<file path="config.mk">
export PLATFORM = sky130hd
export DESIGN_NAME = vic_top
export DESIGN_NICKNAME = d
export VERILOG_FILES = /design/src/rtl/vic_pkg.sv /design/src/rtl/vic_cfg_regs.sv /design/src/rtl/vic_src_sel.sv /design/src/rtl/vic_prio.sv /design/src/rtl/vic_top.sv
export SDC_FILE = /design/constraint.sdc
export NUM_CORES = 2
export LEC_CHECK = 0
export BUFFER_PORTS_ARGS = -buffer_cell sky130_fd_sc_hd__buf_2
export CAP_MARGIN = 10
export CORE_MARGIN = 5
export CORE_UTILIZATION = 27
export CTS_BUF_LIST = sky130_fd_sc_hd__clkbuf_4 sky130_fd_sc_hd__clkbuf_8
export DETAILED_ROUTE_END_ITERATION = 16
export SLEW_MARGIN = 20
export SYNTH_ARGS = -nofsm -noshare
export SYNTH_HDL_FRONTEND = slang
export SYNTH_SLANG_ARGS = --single-unit
</file>
<file path="constraint.sdc">
create_clock -name clk -period 4.62 [get_ports clk]
set_input_delay 0.231 -clock clk [delete_from_list [all_inputs] [get_ports clk]]
set_output_delay 0.231 -clock clk [all_outputs]
set_load 0.1 [all_outputs]
</file>
<file path="src/rtl/vic_pkg.sv">
package vic_pkg;
    localparam int SRC_COUNT = 32;
    localparam int SEL_W     = $clog2(SRC_COUNT);

    // configuration word bit positions (software visible)
    localparam int CFG_INV_BIT  = 8;
    localparam int CFG_FAST_BIT = 9;
    localparam int CFG_EN_BIT   = 10;

    typedef struct packed {
        logic             en;
        logic             fast;
        logic             inv;
        logic [SEL_W-1:0] sel;
    } lvl_cfg_t;

    typedef enum logic {
        ST_IDLE    = 1'b0,
        ST_SERVICE = 1'b1
    } svc_state_e;

    function automatic lvl_cfg_t word_to_cfg(input logic [31:0] w);
        lvl_cfg_t c;
        c.sel  = w[SEL_W-1:0];
        c.inv  = w[CFG_INV_BIT];
        c.fast = w[CFG_FAST_BIT];
        c.en   = w[CFG_EN_BIT];
        return c;
    endfunction

    function automatic logic [31:0] cfg_to_word(input lvl_cfg_t c);
        logic [31:0] w;
        w = '0;
        w[SEL_W-1:0]   = c.sel;
        w[CFG_INV_BIT] = c.inv;
        w[CFG_FAST_BIT] = c.fast;
        w[CFG_EN_BIT]  = c.en;
        return w;
    endfunction
endpackage

</file>
<file path="src/rtl/vic_cfg_regs.sv">
module vic_cfg_regs
    import vic_pkg::*;
#(
    parameter int NUM_LEVELS = 32,
    parameter int DATA_W     = 32,
    parameter int ADDR_W     = 7,
    localparam int LVL_W     = $clog2(NUM_LEVELS)
) (
    input  logic              clk,
    input  logic              rst_n,
    input  logic              wr_en,
    input  logic [ADDR_W-1:0] addr,
    input  logic [DATA_W-1:0] wdata,
    output lvl_cfg_t          cfg_o [NUM_LEVELS],
    output logic [DATA_W-1:0] vec_o [NUM_LEVELS]
);
    localparam logic [ADDR_W-1:0] CFG_END = ADDR_W'(NUM_LEVELS);
    localparam logic [ADDR_W-1:0] VEC_END = ADDR_W'(2 * NUM_LEVELS);

    logic [LVL_W-1:0] idx;
    logic             hit_cfg;
    logic             hit_vec;

    assign idx     = addr[LVL_W-1:0];
    assign hit_cfg = wr_en && (addr < CFG_END);
    assign hit_vec = wr_en && (addr >= CFG_END) && (addr < VEC_END);

    for (genvar g = 0; g < NUM_LEVELS; g++) begin : g_lvl
        always_ff @(posedge clk or negedge rst_n) begin
            if (!rst_n) begin
                cfg_o[g] <= '0;
                vec_o[g] <= '0;
            end else begin
                if (hit_cfg && idx == LVL_W'(g))
                    cfg_o[g] <= word_to_cfg(32'(wdata));
                if (hit_vec && idx == LVL_W'(g))
                    vec_o[g] <= wdata;
            end
        end
    end
endmodule

</file>
<file path="src/rtl/vic_src_sel.sv">
module vic_src_sel
    import vic_pkg::*;
#(
    parameter int NUM_LEVELS = 32
) (
    input  logic [SRC_COUNT-1:0]  src_i,
    input  lvl_cfg_t              cfg_i [NUM_LEVELS],
    output logic [NUM_LEVELS-1:0] irq_act_o,
    output logic                  fiq_act_o
);
    logic [NUM_LEVELS-1:0] raw;

    for (genvar g = 0; g < NUM_LEVELS; g++) begin : g_lvl
        assign raw[g]       = src_i[cfg_i[g].sel] ^ cfg_i[g].inv;
        // a fast-routed level never competes on the normal line
        assign irq_act_o[g] = cfg_i[g].en && !cfg_i[g].fast && raw[g];
        if (g == 0) begin : g_fast
            assign fiq_act_o = cfg_i[g].en && cfg_i[g].fast && raw[g];
        end
    end
endmodule

</file>
<file path="src/rtl/vic_prio.sv">
module vic_prio #(
    parameter int NUM_LEVELS = 32,
    localparam int LVL_W     = $clog2(NUM_LEVELS)
) (
    input  logic                  clk,
    input  logic                  rst_n,
    input  logic [NUM_LEVELS-1:0] req_i,
    output logic                  win_valid_o,
    output logic [LVL_W-1:0]      win_lvl_o
);
    always_comb begin
        win_valid_o = 1'b0;
        win_lvl_o   = '0;
        for (int i = NUM_LEVELS - 1; i >= 0; i--) begin
            if (req_i[i]) begin
                win_valid_o = 1'b1;
                win_lvl_o   = LVL_W'(i);
            end
        end
    end


    win_hit_chk: assert property (@(posedge clk) disable iff (!rst_n)
        win_valid_o |-> req_i[win_lvl_o]);


    idle_none_chk: assert property (@(posedge clk) disable iff (!rst_n)
        (req_i == '0) |-> !win_valid_o);
endmodule

</file>
<file path="src/rtl/vic_top.sv">
module vic_top
    import vic_pkg::*;
#(
    parameter int NUM_LEVELS = 32,
    parameter int DATA_W     = 32,
    parameter int ADDR_W     = 7
) (
    input  logic                 clk,
    input  logic                 rst_n,
    input  logic [SRC_COUNT-1:0] src_i,
    input  logic                 bus_wr_i,
    input  logic                 bus_rd_i,
    input  logic [ADDR_W-1:0]    bus_addr_i,
    input  logic [DATA_W-1:0]    bus_wdata_i,
    output logic [DATA_W-1:0]    bus_rdata_o,
    output logic                 irq_o,
    output logic                 fiq_o
);
    localparam int LVL_W = $clog2(NUM_LEVELS);
    localparam logic [ADDR_W-1:0] CFG_END   = ADDR_W'(NUM_LEVELS);
    localparam logic [ADDR_W-1:0] VEC_END   = ADDR_W'(2 * NUM_LEVELS);
    localparam logic [ADDR_W-1:0] VECT_ADDR = ADDR_W'(2 * NUM_LEVELS);
    localparam logic [ADDR_W-1:0] LVL_ADDR  = ADDR_W'(2 * NUM_LEVELS + 1);
    localparam logic [ADDR_W-1:0] EOI_ADDR  = ADDR_W'(2 * NUM_LEVELS + 2);

    lvl_cfg_t              cfg_q [NUM_LEVELS];
    logic [DATA_W-1:0]     vec_q [NUM_LEVELS];
    logic [NUM_LEVELS-1:0] irq_act;
    logic                  fiq_act;
    logic [NUM_LEVELS-1:0] allow;
    logic [NUM_LEVELS-1:0] eligible;
    logic                  win_valid;
    logic [LVL_W-1:0]      win_lvl;

    svc_state_e        st_q, st_d;
    logic [LVL_W-1:0]  svc_lvl_q;
    logic [LVL_W-1:0]  cur_lvl_q;
    logic [DATA_W-1:0] cur_vec_q;
    logic              ack;
    logic              eoi;

    vic_cfg_regs #(
        .NUM_LEVELS(NUM_LEVELS), .DATA_W(DATA_W), .ADDR_W(ADDR_W)
    ) u_regs (
        .clk(clk), .rst_n(rst_n), .wr_en(bus_wr_i), .addr(bus_addr_i),
        .wdata(bus_wdata_i), .cfg_o(cfg_q), .vec_o(vec_q)
    );

    vic_src_sel #(.NUM_LEVELS(NUM_LEVELS)) u_sel (
        .src_i(src_i), .cfg_i(cfg_q), .irq_act_o(irq_act), .fiq_act_o(fiq_act)
    );

    // during service only levels of higher priority than the latched one pass
    for (genvar g = 0; g < NUM_LEVELS; g++) begin : g_allow
        assign allow[g] = (st_q == ST_IDLE) || (LVL_W'(g) < svc_lvl_q);
    end
    assign eligible = irq_act & allow;

    vic_prio #(.NUM_LEVELS(NUM_LEVELS)) u_prio (
        .clk(clk), .rst_n(rst_n), .req_i(eligible),
        .win_valid_o(win_valid), .win_lvl_o(win_lvl)
    );

    assign ack = (st_q == ST_IDLE) && bus_rd_i && (bus_addr_i == VECT_ADDR) && irq_o;
    assign eoi = (st_q == ST_SERVICE) && bus_wr_i && (bus_addr_i == EOI_ADDR);

    // state register
    always_ff @(posedge clk or negedge rst_n) begin
        if (!rst_n) st_q <= ST_IDLE;
        else        st_q <= st_d;
    end

    // transitions
    always_comb begin
        st_d = st_q;
        unique case (st_q)
            ST_IDLE:    if (ack) st_d = ST_SERVICE;
            ST_SERVICE: if (eoi) st_d = ST_IDLE;
            default:    st_d = ST_IDLE;
        endcase
    end

    // outputs
    always_ff @(posedge clk or negedge rst_n) begin
        if (!rst_n) begin
            irq_o     <= 1'b0;
            fiq_o     <= 1'b0;
            svc_lvl_q <= '0;
            cur_lvl_q <= '0;
            cur_vec_q <= '0;
        end else begin
            irq_o <= win_valid;
            fiq_o <= fiq_act;
            if (ack)
                svc_lvl_q <= cur_lvl_q;
            if (st_q == ST_IDLE && !ack) begin
                cur_lvl_q <= win_valid ? win_lvl : '0;
                cur_vec_q <= win_valid ? vec_q[win_lvl] : '0;
            end
        end
    end

    // read data
    always_comb begin
        bus_rdata_o = '0;
        if (bus_addr_i < CFG_END)
            bus_rdata_o = DATA_W'(cfg_to_word(cfg_q[bus_addr_i[LVL_W-1:0]]));
        else if (bus_addr_i < VEC_END)
            bus_rdata_o = vec_q[bus_addr_i[LVL_W-1:0]];
        else if (bus_addr_i == VECT_ADDR)
            bus_rdata_o = cur_vec_q;
        else if (bus_addr_i == LVL_ADDR)
            bus_rdata_o = DATA_W'(cur_lvl_q);
    end


    fiq_src_chk: assert property (@(posedge clk) disable iff (!rst_n)
        fiq_o |-> $past(cfg_q[0].en && cfg_q[0].fast));


    ack_lvl_chk: assert property (@(posedge clk) disable iff (!rst_n)
        $rose(st_q == ST_SERVICE) |-> (svc_lvl_q == $past(cur_lvl_q)));


    frozen_lvl_chk: assert property (@(posedge clk) disable iff (!rst_n)
        (st_q == ST_SERVICE && $past(st_q == ST_SERVICE)) |->
            ($stable(cur_lvl_q) && $stable(cur_vec_q)));


    eoi_exit_chk: assert property (@(posedge clk) disable iff (!rst_n)
        eoi |=> (st_q == ST_IDLE));
endmodule

</file>
==> results.md <==
- Status: finished with violations
- Failing checks: setup timing
- Pwr Total: 40.8 mW
- Final #Nets: 6916
- Number of buffers added on ports: 108
- Clk Latency, worst-skew pair: 1.02 ns
- Synth Warn #: 0
- Peak supply drop: 0.000325 V
- Slowest-stage cell, CP: or4b_4
- Most Crowded Layer GR: met2
- Post-DR vias/cell: 5.76
- Met1 GRT Util: 25.4%
- Final Setup Violations: 7
- # DRC: 0
- Met3 GRT Util: 5.37%
- Critical path cell sequence: buf_6 > mux4_2 > mux4_2 > mux2i_4 > xor2_2 > or4b_4 > o31a_1 > o2111ai_2 > a21oi_4 > a21oi_4 > buf_12 > buf_16 > buf_16 > buf_12 > mux4_2 > a22o_1 > a21oi_1 > nand4_1
- Mapped Cells: 6520
- Post-synth ARST share: 100%
- Chip height: 555 um
- Final design utilization: 32.3%
- Syn Area/Cell: 12.3 um2
- Post-route cell area: 95600 um2
- Post-synth top flop: dfrtp_1
- Cell with the most instances after synthesis: dfrtp_1
- Gr usage total: 19.2%
- Clock root buffer: clkbuf_8
- Area contributors post-synth: dfrtp_1, mux2_2, mux4_2, mux2i_1, nand2_1
- CTS buffer count: 224
- Clk buf depth: 4
- WS Path Type: reg2reg
- CP top delay family: multiplexers
- Total gr overflow: 0
- RSZ-0062 raised after global routing: yes
- Max Cap Violations: 0
- Share of cells above drive strength 1: 45.1%
- Worst Path Arrival: 5.54 ns
- Clock slew at reported path FFs: 0.07 ns
- Met2 global-route usage: 29.5%
- Routed wire per std cell: 28.3 um
- Synthesis-stage register bit count: 1325
- First-pass iteration count of the detailed router: 6
- H-tree levels: 4
- TritonCTS sink count: 1325
- Antenna violations before repair: 17
- Post-Syn Nets: 6595
- CTS tree: built
- CP Launch Type: flip-flop
- Worst path depth: 18
- Fin Clk Skew: 0.172 ns
- Crit path max fanout: 8
- Final Max Slew Viols: 0
- Worst slew margin: 24.6%
- Final Routed Wirelength: 311000 um
- Placed Area: 88700 um2
- # IOs: 109
- Area grow syn2layout: 19.4%
- Slowest stage delay, CP: 0.52 ns
- Largest net degree at the start of global routing: 141
- Period Utilization, post-route: 101%
- Hold_ws: 0.137 ns
- Worst R2R Setup Slack: -0.06 ns
- Crit end category: flip-flop
- Hold Crit Class: in2reg
- P_leak: 41.0 nW
- Number of global-route vias before repair: 63.2k
- Vias: 63.1k
- Worst-Margin Slew: 1.13 ns
- Final Hold Fails: 0
- Crit path buf inv count: 5
- Min Clock Period, post-route: 4.68 ns
- Cell accounting for the most synthesized area: dfrtp_1
- Unique cell type count in the Yosys netlist: 89
- Hold Path Stages: 5
- Routability congestion estimate: 0.924
- First-pass GRT wire length: 446000 um
- Top cells by count, synth: dfrtp_1, mux2_2, nand2_1
- Final HPWL DP: 192000 um
- F_max: 214 MHz
- Register area share after synthesis: 41.4%
- DIE AREA: 308000 um2
- Core area: 296000 um2
- Cell repeated most along the worst path: mux4_2
- Initial core utilization: 27.0%
- Rows: 200
- R2r startpoint: u_regs.cfg_o[192]
- Iter 0 DRT Violations: 6978
- Yosys top cell area share: 41.4%
- Required @ worst endpoint: 5.47 ns
- Pwr dens: 426 nW/um2
- Cell area after synthesis: 80100 um2
- Setup slack after layout: -0.0609 ns
- HP Start: bus_addr_i[3]
- Die X: 555 um
- Post-synth EDFFs: 0
- R2R depth: 18
- Crit path launch: u_regs.cfg_o[192]
- ANT nets after route: 0
[repair_timing]
action                                   CTS  global route
pin swaps                                 18            42
hold buffers                              38             0
gates resized for setup                   73           136
endpoints found under the setup margin    32            32
hold endpoints to repair                1343             0
gates cloned                               2             9
setup buffers                             22            32
[area by class of cell]
type | count | area [um2]
fill | 29200 | 200000
multi-input combinational | 4425 | 44600
timing repair buffer | 797 | 7870
sequential | 1325 | 33200
clock inverter | 40 | 319
clock buffer | 356 | 4430
inverter | 68 | 255
tap | 3939 | 4930
antenna | 13 | 32.5
[final timing paths]
kind                                endpoint
hold reg to reg                 cur_vec_q[8]
hold / removal                          st_q
setup / recovery               cur_vec_q[21]
setup reg to reg               cur_vec_q[21]
max in group asynchronous  u_regs.vec_o[838]
min in group asynchronous  u_regs.vec_o[640]
[layer usage]
metal | vias to the layer above | part of all wire (%) | wire length, um
met5 | - | 0.0068 | 21
met4 | 4 | 4.9 | 15100
met3 | 867 | 10 | 32300
met2 | 3759 | 45 | 139000
met1 | 33000 | 40 | 125000
li1 | 25500 | - | -
[logic make-up after synthesis]
| kind of cell | after synthesis | synth area share (%) |
|---|---|---|
| buf+inv | 772 | 4.18 |
| simple gates | 1267 | 7.37 |
| xor+xnor | 11 | 0.120 |
| mux | 2222 | 38.5 |
| flops | 1325 | 41.4 |
| compound gates | 923 | 8.39 |
[through the flow]
stage | worst slack (ns) | setup TNS (ns) | std cells
2_1_floorplan | 0.117 | 0 | 6520
3_3_place_gp | -0.930 | -20.92 | 10500
3_5_place_dp | -0.932 | -20.53 | 10500
4_1_cts | -0.0486 | -0.215 | 10900
5_1_grt | -0.184 | -3.93 | 11000
6_report | -0.0609 | -0.188 | 11000
[flip-flops by register name, summed over array words and instances, names as in the netlist]
signal,flops
cur_lvl_q,5
cur_vec_q,32
fiq_o,1
irq_o,1
st_q,1
svc_lvl_q,5
u_regs.cfg_o,256
u_regs.vec_o,1024
[worst register-to-register path: stages, from the launching register on]
cell and delay, ns:
dfrtp_2 0.39, buf_6 0.13, mux4_2 0.48, mux4_2 0.51
mux2i_4 0.29, xor2_2 0.13, or4b_4 0.52, o31a_1 0.13
o2111ai_2 0.21, a21oi_4 0.10, a21oi_4 0.17, buf_12 0.15
buf_16 0.18, buf_16 0.18, buf_12 0.14, mux4_2 0.51
a22o_1 0.19, a21oi_1 0.11, nand4_1 0.11
[power by group]
group	internal [mW]	total (mW)	leakage (nW)	switching [mW]
registers	12.7	13.6	17.8	0.986
clock network	6.22	11.4	2.54	5.19
logic	6.85	15.7	20.6	8.85
total	25.7	40.8	41.0	15.0
[cells in the final DEF (no fill, tap or decap), types with 15 or more instances in the layout]
master	netlist	routed
a311oi_2	1	22
a221o_1	45	45
mux4_2	562	562
and2_1	21	21
dfrtp_1	1325	1315
and3_1	45	45
a22oi_1	97	97
clkbuf_4	0	77
o22ai_1	31	23
nand2_2	1	25
nand2b_1	83	82
buf_4	23	479
buf_2	181	99
o21ai_0	85	81
o2111ai_1	41	34
a211o_1	27	27
clkbuf_8	0	281
inv_1	68	68
nand4_1	41	41
a32oi_1	32	29
a211oi_1	134	123
nor3_1	24	17
mux2i_1	405	400
nor2_1	178	159
clkinv_2	0	26
buf_6	9	32
o22a_1	20	20
nand3_1	139	138
dlygate4sd3_1	0	37
a21oi_1	195	191
mux2_2	1249	1249
nor2_4	0	15
nor2b_1	60	59
buf_12	2	127
a311oi_1	59	38
nand2_1	603	578
a22o_1	15	15
Note: power is estimated with default switching activity, not from simulation.
